## src/rtl/dram_mux_pkg.sv

```systemverilog
// Package: shared state encoding and the byte-lane decode for the DRAM
// address multiplexer. Assumes a two-lane (16-bit) data path.
package dram_mux_pkg;

    typedef enum logic [3:0] {
        ST_IDLE  = 4'd0,
        ST_ROW   = 4'd1,   // row on MA, row strobe high
        ST_RAS   = 4'd2,   // row strobe low
        ST_COL   = 4'd3,   // column on MA
        ST_CAS   = 4'd4,   // lane column strobes low
        ST_HOLD  = 4'd5,   // column strobes released, write strobe held
        ST_PRE   = 4'd6,   // all strobes high, done
        ST_RCAS  = 4'd7,   // refresh: column strobes first
        ST_RRAS  = 4'd8,   // refresh: row strobe follows
        ST_RREL  = 4'd9,   // refresh: column strobes released
        ST_RPRE  = 4'd10   // refresh: all high, acknowledge
    } seq_state_t;

    // Active-low column strobes {odd, even} for a set of byte enables.
    function automatic logic [1:0] lane_cas_n(input logic [1:0] be);
        return ~be;
    endfunction

endpackage

```

## src/rtl/dram_seq_fsm.sv

```systemverilog
// Module: dram_seq_fsm
// Sequences one DRAM access (row, column, strobe, hold, precharge) or one
// column-before-row refresh. It latches the request at the start edge.
// Assumes req_valid is a pulse and ref_req is a level held until
// acknowledged. Refresh starts only from idle, and an access wins a tie.
module dram_seq_fsm
    import dram_mux_pkg::*;
#(
    parameter int MA_W = 9
) (
    input  logic                  clk,
    input  logic                  rst_n,
    input  logic                  req_valid,
    input  logic                  req_write,
    input  logic [2*MA_W-1:0]     req_addr,
    input  logic [1:0]            req_be,
    input  logic                  ref_req,
    output seq_state_t            state,
    output logic [2*MA_W-1:0]     lat_addr,
    output logic [1:0]            lat_be,
    output logic                  lat_write
);
    seq_state_t nxt;
    logic       start;

    assign start = req_valid && (req_be != 2'b00);

    // Next-state selection; idle arbitration favours a new access.
    always_comb begin
        nxt = state;
        unique case (state)
            ST_IDLE: if (start)        nxt = ST_ROW;
                     else if (ref_req) nxt = ST_RCAS;
            ST_ROW:  nxt = ST_RAS;
            ST_RAS:  nxt = ST_COL;
            ST_COL:  nxt = ST_CAS;
            ST_CAS:  nxt = ST_HOLD;
            ST_HOLD: nxt = ST_PRE;
            ST_PRE:  nxt = ST_IDLE;
            ST_RCAS: nxt = ST_RRAS;
            ST_RRAS: nxt = ST_RREL;
            ST_RREL: nxt = ST_RPRE;
            ST_RPRE: nxt = ST_IDLE;
            default: nxt = ST_IDLE;
        endcase
    end

    // State register with synchronous reset.
    always_ff @(posedge clk) begin
        if (!rst_n) state <= ST_IDLE;
        else        state <= nxt;
    end

    // Capture the request fields when an access is accepted.
    always_ff @(posedge clk) begin
        if (!rst_n) begin
            lat_addr  <= '0;
            lat_be    <= 2'b00;
            lat_write <= 1'b0;
        end else if (state == ST_IDLE && start) begin
            lat_addr  <= req_addr;
            lat_be    <= req_be;
            lat_write <= req_write;
        end
    end


    busy_ignores_req_chk: assert property (@(posedge clk) disable iff (!rst_n)
        (state inside {ST_ROW, ST_RAS, ST_COL, ST_CAS, ST_HOLD}) |=> $stable(lat_addr) && $stable(lat_be));


    ref_only_from_idle_chk: assert property (@(posedge clk) disable iff (!rst_n)
        (state == ST_RCAS) |-> ($past(state) == ST_IDLE));

endmodule

```

## src/rtl/dram_addr_mux.sv

```systemverilog
// Module: dram_addr_mux
// Chooses what the shared MA pins carry: the row half during the row
// phases, the column half from column setup through precharge, and zero
// otherwise (idle and refresh). Assumes the row half is the upper half.
module dram_addr_mux
    import dram_mux_pkg::*;
#(
    parameter int MA_W = 9
) (
    input  seq_state_t            state,
    input  logic [2*MA_W-1:0]     lat_addr,
    output logic [MA_W-1:0]       ma
);
    logic [MA_W-1:0] row_part;
    logic [MA_W-1:0] col_part;

    assign row_part = lat_addr[2*MA_W-1:MA_W];
    assign col_part = lat_addr[MA_W-1:0];

    // Phase-dependent address selection.
    always_comb begin
        unique case (state)
            ST_ROW, ST_RAS:                 ma = row_part;
            ST_COL, ST_CAS, ST_HOLD, ST_PRE: ma = col_part;
            default:                        ma = '0;
        endcase
    end

endmodule

```

## src/rtl/dram_strobe_gen.sv

```systemverilog
// Module: dram_strobe_gen
// Decodes the sequencer state into the active-low row, column-lane and
// write strobes, plus the done and refresh-acknowledge pulses. Assumes the
// state is registered, so the decoded outputs change only after clock edges.
module dram_strobe_gen
    import dram_mux_pkg::*;
(
    input  seq_state_t  state,
    input  logic [1:0]  lat_be,
    input  logic        lat_write,
    output logic        ras_n,
    output logic        casl_n,
    output logic        cash_n,
    output logic        dw_n,
    output logic        done,
    output logic        ref_ack
);
    logic [1:0] cas_pair_n;

    // Strobe levels for each state.
    always_comb begin
        ras_n      = 1'b1;
        cas_pair_n = 2'b11;
        dw_n       = 1'b1;
        done       = 1'b0;
        ref_ack    = 1'b0;
        unique case (state)
            ST_RAS:  ras_n = 1'b0;
            ST_COL:  begin ras_n = 1'b0; dw_n = ~lat_write; end
            ST_CAS:  begin ras_n = 1'b0; dw_n = ~lat_write; cas_pair_n = lane_cas_n(lat_be); end
            ST_HOLD: begin ras_n = 1'b0; dw_n = ~lat_write; end
            ST_PRE:  done = 1'b1;
            ST_RCAS: cas_pair_n = 2'b00;
            ST_RRAS: begin ras_n = 1'b0; cas_pair_n = 2'b00; end
            ST_RREL: ras_n = 1'b0;
            ST_RPRE: ref_ack = 1'b1;
            default: ;
        endcase
    end

    assign casl_n = cas_pair_n[0];
    assign cash_n = cas_pair_n[1];

endmodule

```

## src/rtl/dram_mux_ctrl.sv

```systemverilog
// Module: dram_mux_ctrl (top)
// DRAM row/column address multiplexer with per-lane column strobes, a
// write strobe and column-before-row refresh. Assumes a 16-bit data path
// and a requester that waits for busy to fall before the next start pulse.
module dram_mux_ctrl
    import dram_mux_pkg::*;
#(
    parameter int MA_W = 9
) (
    input  logic                  clk,
    input  logic                  rst_n,
    input  logic                  req_valid,
    input  logic                  req_write,
    input  logic [2*MA_W-1:0]     req_addr,
    input  logic [1:0]            req_be,
    input  logic                  ref_req,
    output logic [MA_W-1:0]       ma,
    output logic                  ras_n,
    output logic                  casl_n,
    output logic                  cash_n,
    output logic                  dw_n,
    output logic                  busy,
    output logic                  done,
    output logic                  ref_ack
);
    seq_state_t            state;
    logic [2*MA_W-1:0]     lat_addr;
    logic [1:0]            lat_be;
    logic                  lat_write;

    dram_seq_fsm #(.MA_W(MA_W)) u_fsm (
        .clk(clk), .rst_n(rst_n), .req_valid(req_valid), .req_write(req_write),
        .req_addr(req_addr), .req_be(req_be), .ref_req(ref_req),
        .state(state), .lat_addr(lat_addr), .lat_be(lat_be), .lat_write(lat_write)
    );

    dram_addr_mux #(.MA_W(MA_W)) u_amux (
        .state(state), .lat_addr(lat_addr), .ma(ma)
    );

    dram_strobe_gen u_strb (
        .state(state), .lat_be(lat_be), .lat_write(lat_write),
        .ras_n(ras_n), .casl_n(casl_n), .cash_n(cash_n), .dw_n(dw_n),
        .done(done), .ref_ack(ref_ack)
    );

    assign busy = (state != ST_IDLE);


    ma_setup_chk: assert property (@(posedge clk) disable iff (!rst_n)
        ($fell(ras_n) || $fell(casl_n) || $fell(cash_n)) |-> $stable(ma));


    dw_stable_on_cas_chk: assert property (@(posedge clk) disable iff (!rst_n)
        ($changed(casl_n) || $changed(cash_n)) && (ras_n == 1'b0 || $past(ras_n) == 1'b0)
        && !ref_ack && $past(!ref_ack) |-> $stable(dw_n) || (casl_n && cash_n && $past(casl_n && cash_n)));


    cbr_order_chk: assert property (@(posedge clk) disable iff (!rst_n)
        ($fell(ras_n) && !casl_n) |-> ($past(casl_n) == 1'b0) && ($past(cash_n) == 1'b0));


    done_strobes_high_chk: assert property (@(posedge clk) disable iff (!rst_n)
        done |-> ras_n && casl_n && cash_n && dw_n && !ref_ack);


    idle_quiet_chk: assert property (@(posedge clk) disable iff (!rst_n)
        !busy |-> ras_n && casl_n && cash_n && dw_n && (ma == '0));

endmodule

```

## config.mk

```make
export PLATFORM = sky130hd
export DESIGN_NAME = dram_mux_ctrl
export DESIGN_NICKNAME = d
export VERILOG_FILES = /design/src/rtl/dram_mux_pkg.sv /design/src/rtl/dram_seq_fsm.sv /design/src/rtl/dram_addr_mux.sv /design/src/rtl/dram_strobe_gen.sv /design/src/rtl/dram_mux_ctrl.sv
export SDC_FILE = /design/constraint.sdc
export NUM_CORES = 1
export LEC_CHECK = 0
export ABC_CLOCK_PERIOD_IN_PS = 2600
export BUFFER_PORTS_ARGS = -buffer_cell sky130_fd_sc_hd__buf_2
export CAP_MARGIN = 15
export CELL_PAD_IN_SITES_DETAIL_PLACEMENT = 0
export CELL_PAD_IN_SITES_GLOBAL_PLACEMENT = 2
export CORE_MARGIN = 2
export CORE_UTILIZATION = 33
export CTS_CLUSTER_DIAMETER = 80
export DETAILED_ROUTE_END_ITERATION = 8
export PLACE_DENSITY_LB_ADDON = 0.05
export SYNTH_ARGS = -nofsm -noshare
export SYNTH_HDL_FRONTEND = slang
export SYNTH_HIERARCHICAL = 1
export SYNTH_SLANG_ARGS = --single-unit
```

## constraint.sdc

```tcl
create_clock -name clk -period 2.6 [get_ports clk]
set_clock_uncertainty 0.1 [all_clocks]
set_input_delay 0.13 -clock clk [delete_from_list [all_inputs] [get_ports clk]]
set_output_delay 0.13 -clock clk [all_outputs]
set_load 0.05 [all_outputs]
```

# [Word level (Yosys, flattened, before mapping)]
# Index checks and enable logic that the tools add are counted.
[classes] add_sub_neg=0 n_eq_ne=11 shift=0 muxes=9 n_mul=0 div=0 magnitude_cmp=0 bitwise=2 n_reduce_logical=10
[op_table] operator="$pmux W4 S9" n=1
[op_table] operator="$pmux W9 S2" n=1
[op_table] operator="$eq A4 B3 Y1 const B" n=4
[op_table] operator="$eq A4 B4 Y1 const B" n=3
[op_table] operator="$eq A4 B2 Y1 const B" n=2
[op_table] operator="$mux W4" n=2
[op_table] operator="$reduce_or A6 Y1" n=1
[op_table] operator="$eq A4 B1 Y1 const B" n=1
[op_table] operator="$logic_not A4 Y1" n=1
[op_table] operator="$mux W1" n=4
[op_table] operator="$pmux W2 S2" n=1
[op_table] operator="$reduce_bool A4 Y1" n=1
[op_table] operator="$reduce_or A2 Y1" n=2
[op_table] operator="$reduce_or A4 Y1" n=1
[op_table] operator="$ne A3 B2 Y1 const B" n=1
[op_table] operator="$reduce_or A3 Y1" n=1
[op_table] operator="$logic_and A1 B1 Y1" n=2
[op_table] operator="$not A2 Y2" n=1
[op_table] operator="$reduce_bool A2 Y1" n=1
[op_table] operator="$not A1 Y1" n=1
[word_totals] out_inout_bits=16 latch_bits=0 inputBits=25 elab_cells=36 mem_bits_ro=0 memories=0 regBits=25 mem_bits_rw=0

# [Logic depth before layout (Yosys ltp)]
[depth] ltp_word=4 mapped_depth=5 ltp_nobuf=3

# [By module]
# The synthesis kept the hierarchy.
[by_module_without_submodules] module="dram_seq_fsm" area_per_inst_um2=1097.3 instances=1 cells_each=120
[by_module_without_submodules] module="dram_addr_mux" area_per_inst_um2=369.1 instances=1 cells_each=44
[by_module_without_submodules] module="dram_strobe_gen" area_per_inst_um2=147.6 instances=1 cells_each=16
[by_module_without_submodules] module="dram_mux_ctrl" area_per_inst_um2=7.5 instances=1 cells_each=1

# [Worst setup path before layout]
# No wires, ideal clock.
[synth_timing] kind="flip-flop to output port" startpoint="reg u_fsm.state[0]" endpoint="out ma[0]" arrival_time_ns=2.165 path_stages_with_launch=4 path_buffers=1 path_slack_ns=0.205 required_ns=2.370 cell_sequence="dfxtp_1 buf_2 a221oi_1 a211oi_1"
[synth_via] elab_chain_len=3
[synth_rtl] item="start, declared" line_no="dram_seq_fsm.sv:18" rtl="output seq_state_t state,"
[synth_rtl] item="start signal, assigned" line_no="dram_seq_fsm.sv:51" rtl="else state <= nxt;"
[synth_rtl] item="$eq A4 B2 Y1 (tied with other cells)" line_no="dram_addr_mux.sv:22" rtl="unique case (state)"
[synth_rtl] item="$reduce_or A4 Y1 / $reduce_or A2 Y1 (equally long branches)" line_no="dram_addr_mux.sv:22"
[synth_rtl] item="$pmux W9 S2 (*)" line_no="dram_addr_mux.sv:22"
[synth_rtl] item="end, declared" line_no="dram_mux_ctrl.sv:17" rtl="output logic [MA_W-1:0] ma,"
# Mark *: on every way between the ends. The rest lies on a longest branch, timed or not.

# [Final worst setup path]
[layout_timing] startpoint="reg u_fsm.state[2]" endpoint="out done"
[layout_via] elab_chain_len=2
[layout_rtl] item="$eq A4 B3 Y1" line_no="dram_strobe_gen.sv:27" rtl="unique case (state)"
[layout_rtl] item="$mux W1" line_no="dram_strobe_gen.sv:27"
[layout_rtl] item="end, declared" line_no="dram_mux_ctrl.sv:23" rtl="output logic done,"
# No other way between the ends.

==> reports/summary.md <==
• setup repair after global routing missed its margin: no
• worst path bufs/invs: 2
• static leakage: 0.722 nW
• wirelength, routed: 4300 um
• Resize count post-CTS: 0
• area of the die: 5490 um2
• Antenna Cells: 0
• FFs w/ async S/R, synth: 0
• detailed placer's ending HPWL: 3040 um
• sequential element share of the synthesized area: 0.309
• Synth area leaders: sky130_fd_sc_hd__dfxtp_1 (31%), sky130_fd_sc_hd__a21boi_1 (9.3%), sky130_fd_sc_hd__mux2_4 (7.4%), sky130_fd_sc_hd__nand3_1 (6.5%), sky130_fd_sc_hd__o21ai_1 (5.9%)
• CP Data Required Time: 2.37 ns
• die span in y: 74.1 um
• TritonCTS sink count: 25
• maximum level of the CTS H-tree: 1
• dominant register cell in the synthesized netlist: sky130_fd_sc_hd__dfxtp_1
• All-Layer GR Usage: 0.163
• Final Cycle Share: 0.896
• final std cells w/o fill: 285
• run status: complete, no violations
• CP Cell Sequence: buf_4, nor2b_1, and3b_1, buf_2
• syn nets: 206
• DRT Pass-1 Iters: 4
• number of nets in the finished design: 244
• placer's final routability congestion estimate: 0.706
• Slew headroom: 0.450
• Syn Std Cell Area: 1620 um2
• beginning of the worst hold path: req_addr[11]
• master cell of the clock root buffer: sky130_fd_sc_hd__clkbuf_8
• clock edge transition at the registers on the reported setup and hold paths: 0.09 ns
• maximum fanout encountered on the critical timing path: 21
• Setup violations, final: 0
• Die X-Extent: 74.1 um
• count of warnings emitted by yosys: 6
• count of unique library cells instantiated by Yosys: 39
• CP max stage cell: sky130_fd_sc_hd__dfxtp_1
• Min Clock Period, post-route: 2.33 ns
• start-to-end type of the worst setup path: reg2out
• wire length of the first global-routing pass: 7020 um
• remaining routing DRC violations: 0
• wire length per cell after detailed routing: 15.1 um
• mean post-synth cell area: 8.96 um2
• Synth Register Bits: 25
• CTS tree: built
• number of antenna violations at the first check in global routing: 0
• number of flops mapped to enable cells by yosys: 0
• Final Util: 0.411
• synthesis-to-finish area growth: 19.8%
• FMAX: 429 MHz
• Yosys top cell area share: 0.309
• count of hold-fix buffers inserted at cts: 3
• total power density per cell area: 715 nW/um2
• Num CTS Buffers: 3
• gate count after technology mapping: 181
• CP max stage delay: 0.85 ns
• number of core rows: 25
• Worst R2R Start: u_fsm/state[2]$_SDFFE_PN0P_
• initial DRC count: 62
• post-detailed-route count of antenna-violating nets: 0
• CP Capture Type: output pin
• Synth area leader: sky130_fd_sc_hd__dfxtp_1
• Core Area: 4720 um2
• number of top-level design ports: 41
• number of vias in the routed layout: 1496
• endpoints failing hold: 0
• Max-cap violations: 0
• average vias per placed instance: 5.25
• setup TNS after final layout: 0 ns
• total count of max-transition violations in the final report: 0
• critical path launch point type: flip-flop
• worst hold path class: in2reg
• Peak supply drop: 0.384 mV
• first element of the critical path: u_fsm/state[2]$_SDFFE_PN0P_
• Cell Count Post-Placement: 278
• layout cells sized above 1: 0.344
• clock latency reported for the late side of the worst-skew pair: 0.27 ns
• most frequent cell after synthesis: sky130_fd_sc_hd__dfxtp_1
• top cells by instance count after synthesis: sky130_fd_sc_hd__dfxtp_1 (25), sky130_fd_sc_hd__nand3_1 (21), sky130_fd_sc_hd__a21boi_1 (20), sky130_fd_sc_hd__o21ai_1 (19), sky130_fd_sc_hd__nand2_1 (13)
• cell family with the largest share of critical-path delay: flip-flops
• setup fix buffers added after clock tree synthesis: 0
• buffer depth of the longest clock path: 2
• via count of the first global-routing pass: 1379
• # port buffers: 40
• data arrival time of the critical path: 2.10 ns
• initial core utilization: 0.343
• Least-Margin Pin Slew: 0.824 ns
• remaining global-route overflow: 0
• pin count of the biggest net entering global routing: 23
[sequential cells by signal (all words and copies together) (netlist names)]
name,cells
u_fsm/state,4
u_fsm/lat_addr,18
u_fsm/lat_write,1
u_fsm/lat_be,2
[report_power, final]
part,internal (mW),switching [mW],total (mW)
Sequential,0.421,0.0672,0.488
Clock,0.107,0.125,0.232
Combinational,0.230,0.438,0.668
Total,0.759,0.630,1.39
[tightest hold or removal path: stages]
cell	delay [ns]
sky130_fd_sc_hd__buf_2	0.09
sky130_fd_sc_hd__nand3_1	0.05
sky130_fd_sc_hd__a21boi_1	0.05
[layout by cell type (no fill, tap or decap), types with 3 or more instances in the layout]
cell and instances:
sky130_fd_sc_hd__dfxtp_1 25, sky130_fd_sc_hd__dlygate4sd3_1 3, sky130_fd_sc_hd__o21ai_0 4, sky130_fd_sc_hd__nand2_1 13, sky130_fd_sc_hd__a221oi_1 9, sky130_fd_sc_hd__a211oi_1 10, sky130_fd_sc_hd__clkbuf_8 3, sky130_fd_sc_hd__nor2b_1 3
sky130_fd_sc_hd__a21boi_1 20, sky130_fd_sc_hd__buf_2 40, sky130_fd_sc_hd__o21ai_1 20, sky130_fd_sc_hd__buf_4 9, sky130_fd_sc_hd__nand3_1 21, sky130_fd_sc_hd__mux2_4 8
[layer usage]
layer	GRT usage	share of wire	vias up
met1	0.218	0.49	698
li1	-	-	763
met3	0.0325	0.039	2
met2	0.279	0.46	33
met5	0	0	-
met4	0.0242	0.0040	0
[logic make-up (layout without fill, tap and decap cells)]
kind of cell | after synthesis | in the layout | share of synthesized area
mux | 10 | 10 | 0.0880
simple gates | 53 | 53 | 0.201
compound gates | 72 | 72 | 0.319
buf+inv | 19 | 56 | 0.0710
xor+xnor | 1 | 1 | 0.00540
fa+ha+maj | 1 | 1 | 0.00617
flops | 25 | 25 | 0.309
[cell type report]
class / count / area (um2)
clock inverter: 1 / 5.00
timing repair buffer: 52 / 298
tap: 67 / 83.8
clock buffer: 3 / 41.3
fill: 499 / 2780
multi-input combinational: 137 / 1010
sequential: 25 / 500
[through the flow]
step / cell area, um2 / hold WS, ns / power (mW) / setup slack [ns]
2_1_floorplan: 1620 / 0.165 / 1.02 / 0.205
3_3_place_gp: 1870 / 0.284 / 1.15 / 0.628
3_5_place_dp: 1870 / 0.288 / 1.16 / 0.599
4_1_cts: 1940 / 0.00145 / 1.40 / 0.285
5_1_grt: 1940 / 0.00805 / 1.47 / 0.152
6_report: 1940 / 0.00460 / 1.39 / 0.269
[path summary, 6_finish.rpt]
path,to,slack (ns),depth (start not counted)
max,done,0.27,4
min,u_fsm/lat_addr[11]$_SDFFE_PN0P_,0.005,3
max reg2reg,u_fsm/state[2]$_SDFFE_PN0P_,0.60,3
min reg2reg,u_fsm/lat_write$_SDFFE_PN0P_,0.37,2
No activity file was read; power rests on OpenSTA's default activity.
